==> src/rtl/edge_wdog_pkg.sv <==
package edge_wdog_pkg;

  localparam int unsigned NUM_PERIODS = 4;

  typedef logic [1:0] period_sel_t;

  function automatic int unsigned max_of4(input int unsigned a, input int unsigned b,
                                          input int unsigned c, input int unsigned d);
    int unsigned m;
    m = a;
    if (b > m) m = b;
    if (c > m) m = c;
    if (d > m) m = d;
    return m;
  endfunction

endpackage

==> src/rtl/wdog_svc_sync.sv <==
module wdog_svc_sync #(
  parameter int unsigned STAGES = 2
) (
  input  logic clk,
  input  logic rst,
  input  logic svc_in,
  output logic svc_edge
);

  // pipe[STAGES-1] is the synchronized level, pipe[STAGES] its previous value
  logic [STAGES:0] pipe_q;

  always_ff @(posedge clk) begin
    if (rst) pipe_q <= '0;
    else     pipe_q <= {pipe_q[STAGES-1:0], svc_in};
  end

  assign svc_edge = pipe_q[STAGES] ^ pipe_q[STAGES-1];

endmodule

==> src/rtl/wdog_period_sel.sv <==
module wdog_period_sel
  import edge_wdog_pkg::*;
#(
  parameter int unsigned LIMIT_P0 = 63,
  parameter int unsigned LIMIT_P1 = 1020,
  parameter int unsigned LIMIT_P2 = 16000,
  parameter int unsigned LIMIT_P3 = 256000,
  parameter int unsigned CNT_W    = 18
) (
  input  period_sel_t      sel,
  output logic [CNT_W-1:0] limit
);

  localparam int unsigned LIMITS [NUM_PERIODS] = '{LIMIT_P0, LIMIT_P1, LIMIT_P2, LIMIT_P3};

  logic [CNT_W-1:0] lim_tab [NUM_PERIODS];

  for (genvar g = 0; g < NUM_PERIODS; g++) begin : g_lim
    assign lim_tab[g] = CNT_W'(LIMITS[g]);
  end

  assign limit = lim_tab[sel];

endmodule

==> src/rtl/wdog_counter.sv <==
module wdog_counter #(
  parameter int unsigned CNT_W = 18
) (
  input  logic             clk,
  input  logic             rst,
  input  logic             tick_en,
  input  logic             svc_edge,
  input  logic             hold,
  input  logic             float_flag,
  input  logic [CNT_W-1:0] limit,
  output logic             expire
);

  logic [CNT_W-1:0] cnt_q;
  logic             expire_q;
  logic             clear;
  logic             at_limit;

  assign clear    = hold | float_flag | svc_edge;
  assign at_limit = cnt_q >= (limit - 1'b1);

  always_ff @(posedge clk) begin
    if (rst) begin
      cnt_q    <= '0;
      expire_q <= 1'b0;
    end else if (clear) begin
      cnt_q    <= '0;
      expire_q <= 1'b0;
    end else if (tick_en) begin
      if (at_limit) begin
        cnt_q    <= '0;
        expire_q <= 1'b1;
      end else begin
        cnt_q    <= cnt_q + 1'b1;
        expire_q <= 1'b0;
      end
    end else begin
      expire_q <= 1'b0;
    end
  end

  assign expire = expire_q;

  p_edge_clears_r1: assert property (@(posedge clk) disable iff (rst)
    svc_edge |=> (cnt_q == '0));

  p_expire_needs_tick_r5: assert property (@(posedge clk) disable iff (rst)
    expire_q |-> $past(tick_en));

  p_hold_clears_r6: assert property (@(posedge clk) disable iff (rst)
    hold |=> (cnt_q == '0 && !expire_q));

  p_float_quiet_r7: assert property (@(posedge clk) disable iff (rst)
    float_flag |=> !expire_q);

  p_float_restart_r8: assert property (@(posedge clk) disable iff (rst)
    $fell(float_flag) |-> (cnt_q == '0));

  p_single_pulse_r9: assert property (@(posedge clk) disable iff (rst)
    expire_q |-> (cnt_q == '0) ##1 !expire_q);

endmodule

==> src/rtl/edge_watchdog.sv <==
module edge_watchdog
  import edge_wdog_pkg::*;
#(
  parameter int unsigned LIMIT_P0    = 63,
  parameter int unsigned LIMIT_P1    = 1020,
  parameter int unsigned LIMIT_P2    = 16000,
  parameter int unsigned LIMIT_P3    = 256000,
  parameter int unsigned SYNC_STAGES = 2
) (
  input  logic       clk,
  input  logic       rst,
  input  logic       tick_en,
  input  logic       svc_in,
  input  logic       svc_float,
  input  logic [1:0] period_sel,
  input  logic       rst_hold,
  output logic       wd_expire
);

  localparam int unsigned MAX_LIMIT = max_of4(LIMIT_P0, LIMIT_P1, LIMIT_P2, LIMIT_P3);
  localparam int unsigned CNT_W     = $clog2(MAX_LIMIT + 1);

  logic             svc_edge;
  logic [CNT_W-1:0] limit;

  wdog_svc_sync #(.STAGES(SYNC_STAGES)) i_sync (
    .clk      (clk),
    .rst      (rst),
    .svc_in   (svc_in),
    .svc_edge (svc_edge)
  );

  wdog_period_sel #(
    .LIMIT_P0 (LIMIT_P0),
    .LIMIT_P1 (LIMIT_P1),
    .LIMIT_P2 (LIMIT_P2),
    .LIMIT_P3 (LIMIT_P3),
    .CNT_W    (CNT_W)
  ) i_sel (
    .sel   (period_sel),
    .limit (limit)
  );

  wdog_counter #(.CNT_W(CNT_W)) i_cnt (
    .clk        (clk),
    .rst        (rst),
    .tick_en    (tick_en),
    .svc_edge   (svc_edge),
    .hold       (rst_hold),
    .float_flag (svc_float),
    .limit      (limit),
    .expire     (wd_expire)
  );

  p_reset_quiet_r11: assert property (@(posedge clk)
    rst |=> !wd_expire);

endmodule

==> config.mk <==
export PLATFORM = sky130hd
export DESIGN_NAME = edge_watchdog
export DESIGN_NICKNAME = d
export VERILOG_FILES = /design/src/rtl/edge_wdog_pkg.sv /design/src/rtl/wdog_svc_sync.sv /design/src/rtl/wdog_period_sel.sv /design/src/rtl/wdog_counter.sv /design/src/rtl/edge_watchdog.sv
export SDC_FILE = /design/constraint.sdc
export NUM_CORES = 1
export LEC_CHECK = 0
export BUFFER_PORTS_ARGS = -buffer_cell sky130_fd_sc_hd__buf_2
export CORE_ASPECT_RATIO = 0.5
export CORE_MARGIN = 4
export CORE_UTILIZATION = 55
export CTS_BUF_LIST = sky130_fd_sc_hd__clkbuf_8
export CTS_CLUSTER_SIZE = 20
export DETAILED_ROUTE_END_ITERATION = 10
export PLACE_DENSITY = 0.7
export SLEW_MARGIN = 5
export SYNTH_ARGS = -nofsm -noshare
export SYNTH_HDL_FRONTEND = slang
export SYNTH_HIERARCHICAL = 1
export SYNTH_SLANG_ARGS = --single-unit
export TNS_END_PERCENT = 50
==> constraint.sdc <==
create_clock -name clk -period 5.7 [get_ports clk]
set_clock_uncertainty 0.2 [all_clocks]
set_input_delay 1.14 -clock clk [delete_from_list [all_inputs] [get_ports clk]]
set_output_delay 1.14 -clock clk [all_outputs]
set_load 0.01 [all_outputs]
==> impl_metrics.ini <==
[power_and_ir_drop]
internal-power_mw = 0.220
ir_drop_uv = 113
power_density_nw_per_um2 = 161
switching_share_pct = 24.9
leakage_nw = 0.705
comb_power_share_pct = 15.0
p_seq_share_pct = 53.0
p_clk_share_pct = 32.0
p_sw_mw = 0.0728

[route]
ant_nets = 0
wl_um = 3140
firstDrtPassIters = 4
via_per_inst = 5.54
drc = 0
drtIter0Drc = 66
vias = 1314
wl_per_cell_um = 13.3

[global_route]
overflow = 0
antenna_found_initial = 0
grt_pass1_vias = 1236
grt_pass1_wl_um = 5660
grt_max_degree = 20
track_usage_pct = 16.4

[synthesis]
ys_top_cells_by_area = dfxtp_1, ha_1, xor2_1
synth_top_area_share_pct = 24.3
yosys.area.top_type = dfxtp_1
syn-num-nets = 234
synth_top_family_by_area = simple AND/OR/NAND/NOR gates
synth-async-reset-ratio_pct = 0
synthCells = 202
avgSynthCellArea_um2 = 8.98
synthSimpleGateAreaFrac_pct = 28.1
yosysWarnings = 6
synth_compound_area_share_pct = 5.66
ys_ff_latch = 22
synthMuxAreaShare_pct = 0.552
synthFlopType = dfxtp_1
synth-edff-count = 0
syn_area_um2 = 1810
synth_fa_ha_area_share_pct = 16.6
synth_cell_types = 40
yosysSeqAreaShare_pct = 24.3
yosys.area_share.xor_xnor_pct = 16.4

[sta]
setup_tns_ps = 0
fmax_mhz = 204
min_period_over_period_pct = 85.9
setup_violations = 0
rsz0062_at_grt = no
worst_slew_pin_slew_ps = 969
hold_viol_final = 0
fin_ws_ps = 805
slew-limit-headroom_pct = 35.4
drv_slew = 0
layout_min_cycle_time_ps = 4900

[finish]
layout_commonest_cell = ha_1
drive_above_1_share_pct = 12.7
syn_to_final_growth_pct = 0.276
post-route-util_pct = 59.0
n_antenna_cell = 0
layout_common_cells = ha_1, dfxtp_1, xor2_1
nets = 231

[setup_path]
crit_path_end_kind = register
critPathArrivalTime_ps = 4800
cp_max_fo = 18
crit_required_ps = 5600
crit_type = in -> reg
rr_worst_depth = 6
crit_path_start_kind = primary input

[floorplanning]
initial_core_util_pct = 58.8
rows = 14
chipHeight_um = 48.6
boundaryPins = 9
coreArea_um2 = 3080
die_w_um = 89.2
dieArea_um2 = 4330

[placement]
place_congestion = 0.777
dpl.hpwl_um = 2490
numPortBuffers = 8
place_ws_ps = 528

[clock_network]
clk-insertion-delay-late_ps = 260
clockRootBuffer = clkbuf_8
cts-htree-levels = 1
cts-hold-fix-buffers = 0
post-cts-setup-buffers = 0
clk_pin_slew_ps = 70
clock-sinks = 22
cts_inserted_buffers = 3
cts_buffer_depth = 2
cts_tree = yes
cts_resized = 0

[flow_run]
cap_violations = 0

[min_path]
hold_depth = 1
hold_path_class = reg -> reg

[run_status]
status = finished, final reports clean
-- worst paths after layout --
check	start	endpoint	slack, ps
setup / recovery	period_sel[1]	i_cnt/cnt_q[6]$_SDFFE_PP0P_	800
hold / removal	i_sync/pipe_q[0]$_SDFF_PP0_	i_sync/pipe_q[1]$_SDFF_PP0_	250
setup reg to reg	i_cnt/cnt_q[9]$_SDFFE_PP0P_	i_cnt/cnt_q[6]$_SDFFE_PP0P_	3120
hold reg to reg	i_sync/pipe_q[0]$_SDFF_PP0_	i_sync/pipe_q[1]$_SDFF_PP0_	250
-- registers in the layout, summed over array words and instances (netlist names) --
name / cells
i_sync/pipe_q: 3
i_cnt/expire: 1
i_cnt/cnt_q: 18
-- routing by layer --
| metal | share of wire [%] | wire length [um] | GRT usage (%) |
|---|---|---|---|
| met1 | 51 | 1610 | 23.3 |
| met5 | 0 | 0 | 0 |
| met3 | 4.1 | 129 | 4.58 |
| met4 | 0.22 | 7 | 2.23 |
| met2 | 45 | 1400 | 25.2 |
-- Yosys cell counts, types with 2 or more instances --
master / instances
buf_4: 12
xnor2_1: 16
nor2b_1: 5
nor3_1: 14
ha_1: 24
nor3_2: 9
a21oi_1: 5
nor4_1: 2
nand3b_1: 3
nand4_1: 6
inv_1: 5
dfxtp_1: 22
nand3_1: 5
and4_1: 4
and3_1: 5
nor2_1: 10
xor2_1: 18
nand2_1: 15
-- critical path, cell delays in order --
cell       delay, ps
buf_2            170
inv_1             80
buf_4            180
ha_1             260
or3_1            450
nor4_2           430
nand2_1          120
xor2_1           160
ha_1             320
and4_1           190
o2111ai_1        100
a31oi_1          230
o31a_1           810
nor3_1           140
-- layout make-up --
cell class / instances / area [um^2]
clock buffer: 3 / 41.3
timing repair buffer: 9 / 47.5
fill: 277 / 1260
multi-input combinational: 158 / 1220
inverter: 5 / 18.8
tap: 40 / 50.0
sequential: 22 / 440
-- power by group through the flow --
stage	clock network (mW)	logic (mW)	registers [mW]
2_1_floorplan	0	0.0402	0.159
3_3_place_gp	0	0.0425	0.159
3_5_place_dp	0	0.0441	0.159
4_1_cts	0.0974	0.0442	0.155
5_1_grt	0.108	0.0496	0.155
6_report	0.0938	0.0439	0.155
-- stage by stage --
step	std cells	instance area (um^2)	hold WS, ps	power (mW)
final	237	1820	251	0.293
after global routing	237	1820	265	0.313
after global placement	234	1780	228	0.201
after floorplan	202	1810	214	0.199
after CTS	237	1820	257	0.297
after detailed placement	234	1780	240	0.203
-- cells by family after synthesis --
kind of cell / after synthesis
XOR/XNOR: 34
AO/OA/AOI/OAI: 15
multiplexers: 1
buffers and inverters: 22
flip-flops: 22
AND/OR/NAND/NOR: 84
adder cells (fa/ha/maj): 24
Power figures use the tool's default switching activity.
